[src/rtl/adc_avg_pkg.sv]
package adc_avg_pkg;
  // Per-cycle strobes from the sequencer to the arithmetic
  typedef struct packed {
    logic clearAcc;     // begin a new burst
    logic takeSample;   // add sampleData this cycle
    logic firstSample;  // this sample opens the burst
    logic lastSample;   // this sample closes the burst
  } ctrlStrobes_t;
endpackage

[src/rtl/adc_avg_ctrl.sv]
module adc_avg_ctrl
  import adc_avg_pkg::*;
#(
  parameter int CNT_W = 8
) (
  input  logic             clk,
  input  logic             rstN,
  input  logic             start,
  input  logic             sampleValid,
  input  logic [CNT_W-1:0] cfgRepeat,
  output logic             busy,
  output logic             doneQ,
  output ctrlStrobes_t     strobes
);
  localparam int CW1 = CNT_W + 1;

  typedef enum logic {ST_IDLE, ST_RUN} state_t;

  state_t           stateQ;
  logic [CNT_W-1:0] cntQ;
  logic [CNT_W-1:0] targetQ;
  logic [CNT_W-1:0] targetEff;
  logic [CW1-1:0]   cntInc;

  assign busy      = (stateQ == ST_RUN);
  assign targetEff = (cfgRepeat == '0) ? CNT_W'(1) : cfgRepeat;
  assign cntInc    = {1'b0, cntQ} + CW1'(1);

  always_comb begin
    strobes.clearAcc    = !busy && start;
    strobes.takeSample  = busy && sampleValid;
    strobes.firstSample = strobes.takeSample && (cntQ == '0);
    strobes.lastSample  = strobes.takeSample && (cntInc >= {1'b0, targetQ});
  end

  always_ff @(posedge clk or negedge rstN) begin
    if (!rstN) begin
      stateQ  <= ST_IDLE;
      cntQ    <= '0;
      targetQ <= CNT_W'(1);
      doneQ   <= 1'b0;
    end else begin
      doneQ <= strobes.lastSample;
      if (strobes.clearAcc) begin
        stateQ  <= ST_RUN;
        cntQ    <= '0;
        targetQ <= targetEff;
      end else if (strobes.takeSample) begin
        cntQ <= cntInc[CNT_W-1:0];
        if (strobes.lastSample) stateQ <= ST_IDLE;
      end
    end
  end
endmodule

[src/rtl/adc_avg_dp.sv]
module adc_avg_dp
  import adc_avg_pkg::*;
#(
  parameter int DATA_W  = 12,
  parameter int CNT_W   = 8,
  parameter int SHIFT_W = 5
) (
  input  logic                    clk,
  input  logic                    rstN,
  input  ctrlStrobes_t            strobes,
  input  logic [DATA_W-1:0]       sampleData,
  input  logic [SHIFT_W-1:0]      cfgShift,
  output logic [DATA_W+CNT_W-1:0] result,
  output logic [DATA_W:0]         error
);
  localparam int ACC_W = DATA_W + CNT_W;
  localparam int ERR_W = DATA_W + 1;

  logic [ACC_W-1:0]   accQ;
  logic [ACC_W-1:0]   sumNext;
  logic [DATA_W-1:0]  prevQ;
  logic [SHIFT_W-1:0] shiftQ;
  logic [ERR_W-1:0]   diff;

  assign sumNext = accQ + ACC_W'(sampleData);
  assign diff    = {1'b0, sampleData} - {1'b0, prevQ};

  always_ff @(posedge clk or negedge rstN) begin
    if (!rstN) begin
      accQ   <= '0;
      prevQ  <= '0;
      shiftQ <= '0;
      result <= '0;
      error  <= '0;
    end else begin
      if (strobes.clearAcc) begin
        accQ   <= '0;
        shiftQ <= cfgShift;
      end else if (strobes.takeSample) begin
        accQ  <= sumNext;
        prevQ <= sampleData;
        error <= strobes.firstSample ? '0 : diff;
        if (strobes.lastSample) result <= sumNext >> shiftQ;
      end
    end
  end
endmodule

[src/rtl/adc_avg_accum.sv]
module adc_avg_accum
  import adc_avg_pkg::*;
#(
  parameter int DATA_W  = 12,
  parameter int CNT_W   = 8,
  parameter int SHIFT_W = 5,
  localparam int ACC_W  = DATA_W + CNT_W
) (
  input  logic               clk,
  input  logic               rstN,
  input  logic               start,
  input  logic [CNT_W-1:0]   cfgRepeat,
  input  logic [SHIFT_W-1:0] cfgShift,
  input  logic               sampleValid,
  input  logic [DATA_W-1:0]  sampleData,
  output logic               sampleRequest,
  output logic [ACC_W-1:0]   result,
  output logic [DATA_W:0]    error,
  output logic               done
);
  ctrlStrobes_t strobes;

  adc_avg_ctrl #(.CNT_W(CNT_W)) u_ctrl (
    .clk(clk), .rstN(rstN), .start(start), .sampleValid(sampleValid),
    .cfgRepeat(cfgRepeat), .busy(sampleRequest), .doneQ(done),
    .strobes(strobes)
  );

  adc_avg_dp #(.DATA_W(DATA_W), .CNT_W(CNT_W), .SHIFT_W(SHIFT_W)) u_dp (
    .clk(clk), .rstN(rstN), .strobes(strobes), .sampleData(sampleData),
    .cfgShift(cfgShift), .result(result), .error(error)
  );
endmodule

[config.mk]
export PLATFORM = sky130hd
export DESIGN_NAME = adc_avg_accum
export DESIGN_NICKNAME = d
export VERILOG_FILES = /design/src/rtl/adc_avg_pkg.sv /design/src/rtl/adc_avg_ctrl.sv /design/src/rtl/adc_avg_dp.sv /design/src/rtl/adc_avg_accum.sv
export SDC_FILE = /design/constraint.sdc
export NUM_CORES = 1
export LEC_CHECK = 0
export CORE_UTILIZATION = 58
export CTS_BUF_LIST = sky130_fd_sc_hd__clkbuf_16
export CTS_CLUSTER_SIZE = 20
export DETAILED_ROUTE_END_ITERATION = 8
export PLACE_DENSITY_LB_ADDON = 0.12
export SYNTH_ARGS = -nofsm -noshare
export SYNTH_HDL_FRONTEND = slang
export SYNTH_HIERARCHICAL = 1
export SYNTH_SLANG_ARGS = --single-unit
[constraint.sdc]
create_clock -name clk -period 5.75 [get_ports clk]
set_input_delay 0.8625 -clock clk [delete_from_list [all_inputs] [get_ports clk]]
set_output_delay 0.8625 -clock clk [all_outputs]
set_load 0.01 [all_outputs]
== Word-level counts from Yosys, hierarchy flattened ==
Index checks and enable logic that the tools add are counted.

* Bits in registers: 88
* Bits of input ports: 29
* Word-level logic and storage cells: 36

* $add $sub $neg: 3
* Magnitude comparators: 1
* Shift-type cells: 1
* Mux-type cells: 9
* Bitwise operators: 1
* Reduce and logical (&&, ||, !) cells: 12

{| class="wikitable"
|+ Operator list
! cell !! count
|-
| 2-to-1 mux 20 bit || 2
|-
| 2-to-1 mux 8 bit || 3
|-
| adder 20 x 12 -> 20 bit || 1
|-
| >> shifter 20 x 5 -> 20 bit || 1
|-
| zero test 8 bit || 2
|-
| 2-to-1 mux 13 bit || 1
|-
| subtractor 12 x 12 -> 13 bit || 1
|-
| adder 8 x 1 -> 9 bit (second input constant) || 1
|-
| >= comparator 9 x 8 -> 1 bit || 1
|-
| logical AND 1 bit || 4
|-
| AND reduction 2 bit || 2
|-
| nonzero test 2 bit || 2
|-
| 2-to-1 mux 1 bit || 3
|-
| AND reduction 3 bit || 1
|-
| zero test 1 bit || 1
|-
| inverter 1 bit || 1
|}

== Longest topological paths before layout ==
* Word-level depth: 6
* Gate-level depth with buffers: 16

== Cells and area by module ==
Netlist, hierarchy kept.

{| class="wikitable"
|+ By module, submodules not included
! module !! instances !! cells each !! area each (um2) !! seq. area each (um2)
|-
| adc_avg_dp || 1 || 609 || 5280.1 || 1751.7
|-
| adc_avg_ctrl || 1 || 115 || 1069.8 || 451.7
|}

== Worst setup path before layout ==
Ideal clock, no wire load.

* Path type: in2reg
* Start point: input port sampleData[0]
* End point: register u_dp.result[2]
* Setup time: 125 ps
* Arrival time: 3572 ps
* Data required time: 5625 ps
* Path slack: 2053 ps
* Stages on the path: 11
* Cell sequence: ha_1 fa_1 a21o_1 a311o_1 a2111oi_4 buf_6 o21ai_1 and2_1 mux4_2 o2111ai_1 o21ai_1

* Cells in the longest elaborated chain, start to end: 2

{| class="wikitable"
|+ RTL lines
! what !! line !! text
|-
| start: declaration || adc_avg_accum.sv:15 || <nowiki>input logic [DATA_W-1:0] sampleData,</nowiki>
|-
| adder 20 x 12 -> 20 bit || adc_avg_dp.sv:25 || <nowiki>assign sumNext = accQ + ACC_W'(sampleData);</nowiki>
|-
| >> shifter 20 x 5 -> 20 bit || adc_avg_dp.sv:43 || <nowiki>if (strobes.lastSample) result <= sumNext >> shiftQ;</nowiki>
|-
| end signal: assignment || adc_avg_dp.sv:43 ||
|-
| end: declaration || adc_avg_dp.sv:13 || <nowiki>output logic [DATA_W+CNT_W-1:0] result,</nowiki>
|}

Every way passes these cells.
A chain may end at the register's enable or synchronous reset.

== Worst setup path in the final report ==
* Start point: input port sampleData[0]
* End point: register u_dp.result[6]

Same word-level chain as after synthesis.

==> flow_results.org <==
** Timing
- Clock skew after layout :: around 0.0097 ns
- Final min period :: between 4 and 5 ns
- For the pin with the worst max-slew slack, the measured transition is between 1 and 1.5 ns.
- Of the available clock period, the critical path in the final layout requires ~77%.
- Slew Viols, Final :: 0
- Achievable frequency :: ~230 MHz
- Adding up every negative setup slack in the final design gives 0 ns.
- WHS :: around 0.45 ns
- Finish-stage setup viols :: 0
- In this run the tightest slew margin relative to its limit is 22.9%.
- Setup repair after global routing left no endpoint under its margin.
- The number of hold-slack violations in the final timing report is 0.

** Critical path
- The worst register-to-register path ends at u_dp/result[4].
- Critical path class :: primary input to flop
- Cells along the critical path :: clkdlybuf4s50_1, ha_1, fa_1, a21o_1, a311o_1, a2111oi_4, nor3_2, a311oi_2, nor3_1, a2111oi_0, o31ai_1
- Worst-path maximum fanout :: 13
- Top cell family by delay on the critical path :: compound AO/OA/AOI/OAI gates
- The slowest stage of the critical path belongs to the cell sky130_fd_sc_hd__a2111oi_4.
- Across all register-to-register paths, the minimum setup slack is between 1 and 1.5 ns.
- Origin of the critical flop-to-flop path :: u_ctrl/cntQ[0]
- In this design, the stage delay of the slowest critical-path cell is 0.68 ns.
- Counting both buffers and inverters, the worst setup path holds a total of 1.
- Required time of the critical path :: around 6.0 ns
- The worst setup path is launched from a primary input.
- Data on the critical path arrives at its endpoint at between 4 and 5 ns.
- STA classifies the critical path endpoint as a flop.
- Measured in cells, the most critical reg-to-reg path has a length of 16.

** Place
- Port Buffer Count :: 63
- Detailed placement ended at an HPWL of 11,800 um.
- Final weighted congestion of routability-driven global placement :: between 0.9 and 1

** Clocking
- Once the clock tree was built, the setup fixing pass inserted 0 buffers.
- TritonCTS built the clock tree.
- Total CTS buffers :: 9
- Maximum number of buffers from clock root to sink :: 2
- The clock drives 88 sinks.
- Clock-pin slew was measured on the worst setup and hold paths at 0.07 ns.
- The H-tree was split into 3 levels.
- Total of cells resized after clock tree synthesis :: 0
- Buffers inserted to repair hold after CTS numbered 0.
- At the later pin of the worst-skew pair, clock insertion delay measures ~0.34 ns.
- Root buffer cell :: sky130_fd_sc_hd__clkbuf_16

** Layout
- The filler cells instantiated in the layout total 830.
- In the final layout, flip-flops and latches occupy between 0.002 and 0.0025 mm2.
- The multi-input combinational cells in the finished layout cover a total of 0.00381 mm2.
- The repair_antennas step left the layout with diodes totalling 0.
- From synthesis to final layout, the design area changed by 14.8%.
- The library cell used most frequently in the layout, excluding fill and tap cells, is sky130_fd_sc_hd__dfrtp_1.
- For this run, the post-layout net count is approximately 830.
- In the final layout, the share of cells above drive strength 1 is 6.65%.
- The top cell types in the final layout, fill and taps aside, are sky130_fd_sc_hd__dfrtp_1, sky130_fd_sc_hd__nand2_1, sky130_fd_sc_hd__nor2_1.

** Power
- LEAKAGE :: between 3 and 4 nW
- Power density normalized to cell area :: 588 mW/mm2
- Worst IR drop on VDD :: between 0.3 and 0.4 mV
- The design draws between 4 and 5 mW.

** Die
- Die H :: between 100 and 150 um
- 64 I/O pins were placed.
- Count of standard-cell rows :: 37
- Area of the die :: between 0.01 and 0.015 mm2
- Core Region :: 0.0105 mm2
- For this configuration, the core starts out at a cell density of 60.7%.
- Measured along the x axis, the die boundary spans ~110 um.

** Drt
- Via count :: between 5,000 and 6,000
- After detailed routing, the average wire length per cell comes to between 15 and 20 um.
- The final layout contains routed wiring with a total length of approximately 16,000 um.
- Ratio of routed vias to standard cells :: approximately 6.4
- In this run the remaining antenna-violating nets after routing total 0.
- DRC violation count after routing :: 0
- The detailed router finished its first iteration with between 400 and 500 violations.
- For this run, the detailed router's first-pass iteration total came to 5.

** Global routing
- Wire length of the first global-routing pass :: 27,400 um
- Overall routing resource usage :: 30.2%
- Largest net degree at the start of global routing :: 56
- Antenna violations before repair :: 0
- Via count of the first global-routing pass :: ~5,600
- Global route overflow :: 0

** Logic synthesis
- Summing the areas of all compound-gate instances in the mapped netlist gives roughly 25% of the synthesized area.
- Synth Flop Type :: sky130_fd_sc_hd__dfrtp_1
- Instance count of the mapped netlist :: roughly 720
- Summing the areas of all fa, ha and maj instances in the mapped netlist gives 7.33% of the synthesized area.
- By area, the combinational part of the netlist is dominated by compound AO/OA/AOI/OAI gates.
- Xor-xnor portion of the synthesized cell area :: under 10%
- Counting flops with a built-in enable in the synthesized netlist gives 0.
- Synth Area in Simple Gates :: around 18%
- Of the synthesized area, sequential elements account for between 30% and 40%.
- After synthesis the netlist holds a flip-flop and latch count of 88.
- The synthesized netlist contains 85 unique library cells.
- Combined area of all synthesized cells :: 0.00635 mm2
- Proportion of synthesized area in mux cells :: 4.69%
- When the netlist entered floorplanning its net count stood at around 790.
- Synthesis warning total :: 6
- Share of synthesized flip-flops with an asynchronous set or reset :: 100%
- Dividing the synthesized area by the synthesized cell count gives roughly 8.8 um2.

** Flow run
- The tool flagged a number of max-cap violations equal to 0.

** Hold path
- HP Class :: primary input to asynchronous set/reset pin

** Status
- Status :: completed
where the power goes:
group          internal, mW  switching (mW)
logic                  1.09            1.54
registers             0.865           0.209
clock network         0.333           0.251
total                  2.29            2.00
synthesized netlist by cell type (3+ instances only):
cell type,count,area (um2)
sky130_fd_sc_hd__a22o_1,14,123
sky130_fd_sc_hd__nor4_1,8,50.1
sky130_fd_sc_hd__o41ai_1,5,43.8
sky130_fd_sc_hd__buf_1,3,11.3
sky130_fd_sc_hd__or4_1,3,22.5
sky130_fd_sc_hd__o21ai_0,43,215
sky130_fd_sc_hd__mux4_2,5,113
sky130_fd_sc_hd__a32o_1,4,40.0
sky130_fd_sc_hd__a211oi_1,15,113
sky130_fd_sc_hd__o31ai_1,12,90.1
sky130_fd_sc_hd__nand2b_1,6,37.5
sky130_fd_sc_hd__o311ai_1,4,35.0
sky130_fd_sc_hd__o2111ai_1,3,26.3
sky130_fd_sc_hd__nor2_1,63,236
sky130_fd_sc_hd__a21oi_1,31,155
sky130_fd_sc_hd__dfrtp_1,87,2180
sky130_fd_sc_hd__mux2_2,4,45.0
sky130_fd_sc_hd__o211ai_1,9,67.6
sky130_fd_sc_hd__xnor2_1,24,210
sky130_fd_sc_hd__a31oi_1,6,37.5
sky130_fd_sc_hd__nand3_1,16,80.1
sky130_fd_sc_hd__mux2i_1,14,140
sky130_fd_sc_hd__xor2_1,11,96.3
sky130_fd_sc_hd__a21o_1,10,75.1
sky130_fd_sc_hd__and2_1,5,31.3
sky130_fd_sc_hd__a221oi_1,5,43.8
sky130_fd_sc_hd__a311oi_1,5,43.8
sky130_fd_sc_hd__o21a_1,6,45.0
sky130_fd_sc_hd__and3_1,6,37.5
sky130_fd_sc_hd__clkbuf_1,32,120
sky130_fd_sc_hd__or3_1,3,18.8
sky130_fd_sc_hd__a32oi_1,4,35.0
sky130_fd_sc_hd__inv_1,37,139
sky130_fd_sc_hd__a22oi_1,3,22.5
sky130_fd_sc_hd__o21ai_1,13,65.1
sky130_fd_sc_hd__ha_1,34,425
sky130_fd_sc_hd__nand2_1,86,323
sky130_fd_sc_hd__buf_2,4,20.0
sky130_fd_sc_hd__nor3_1,22,110
sky130_fd_sc_hd__nor2b_1,5,31.3
per-stage QoR:
stage	setup WS [ns]	std cells	area [um2]	utilization (%)
after floorplan	2.05	724	6350	-
after global placement	1.14	887	7000	66.9
after detailed placement	1.08	887	7000	66.9
after CTS	1.42	903	7290	69.7
after global routing	1.03	903	7290	69.7
final	1.34	903	7290	69.7
cell type report:
cell class / instances / area share (%)
well taps: 136 / 2.33
clock inverters: 7 / 0.858
multi-input cells: 556 / 52.2
flip-flops and latches: 88 / 30.2
clock buffers: 9 / 3.09
repair buffers: 70 / 9.34
inverters: 37 / 1.91
worst reg2reg max path, cell delays in order, from the launching register on:
cell and delay, ns:
sky130_fd_sc_hd__dfrtp_1 0.47, sky130_fd_sc_hd__ha_1 0.31, sky130_fd_sc_hd__and4_2 0.29, sky130_fd_sc_hd__nand2_1 0.09
sky130_fd_sc_hd__xnor2_1 0.15, sky130_fd_sc_hd__ha_1 0.30, sky130_fd_sc_hd__nand2_1 0.06, sky130_fd_sc_hd__o21ai_0 0.18
sky130_fd_sc_hd__a21oi_1 0.08, sky130_fd_sc_hd__o21ai_0 0.32, sky130_fd_sc_hd__nand2_1 0.51, sky130_fd_sc_hd__nor2_1 0.48
sky130_fd_sc_hd__inv_1 0.15, sky130_fd_sc_hd__nor2_1 0.41, sky130_fd_sc_hd__a32o_1 0.26, sky130_fd_sc_hd__a41oi_1 0.05
sky130_fd_sc_hd__o31ai_1 0.13
registers in the layout, indices dropped and copies added, names as in the netlist:
register / cells
u_ctrl/doneQ: 1
u_dp/prevQ: 12
u_ctrl/cntQ: 8
u_dp/accQ: 20
u_dp/shiftQ: 5
u_dp/result: 20
u_ctrl/targetQ: 8
u_ctrl/busy: 1
u_dp/error: 13
layer usage:
metal	track usage [%]	wire length (um)	part of all wire, %	up-vias
li1	-	-	-	2738
met1	43.7	7500	46	2752
met2	46.5	7470	45	244
met3	3.95	1220	7.4	23
met4	10.6	267	1.6	0
met5	0	0	0	-
worst max-delay path by stage:
| stage | depth (start not counted) | start | endpoint | slack, ns |
|---|---|---|---|---|
| after detailed placement | 11 | sampleData[0] | u_dp/result[6] | 1.08 |
| after global placement | 11 | sampleData[0] | u_dp/result[6] | 1.14 |
| after CTS | 11 | sampleData[0] | u_dp/result[6] | 1.42 |
| final | 11 | sampleData[0] | u_dp/result[6] | 1.34 |
| after global routing | 16 | u_ctrl/cntQ[0] | u_dp/result[4] | 1.03 |
| after floorplan | 11 | sampleData[0] | u_dp/result[2] | 2.05 |
cell families after synthesis:
kind of cell | Yosys count
xor gates and xnor gates | 36
buffers and inverters | 80
muxes | 23
AOI/OAI and AO/OA | 222
adders and majority gates | 36
and+or+nand+nor | 239
DFF | 88
Note: power is estimated with default switching activity, not from simulation.
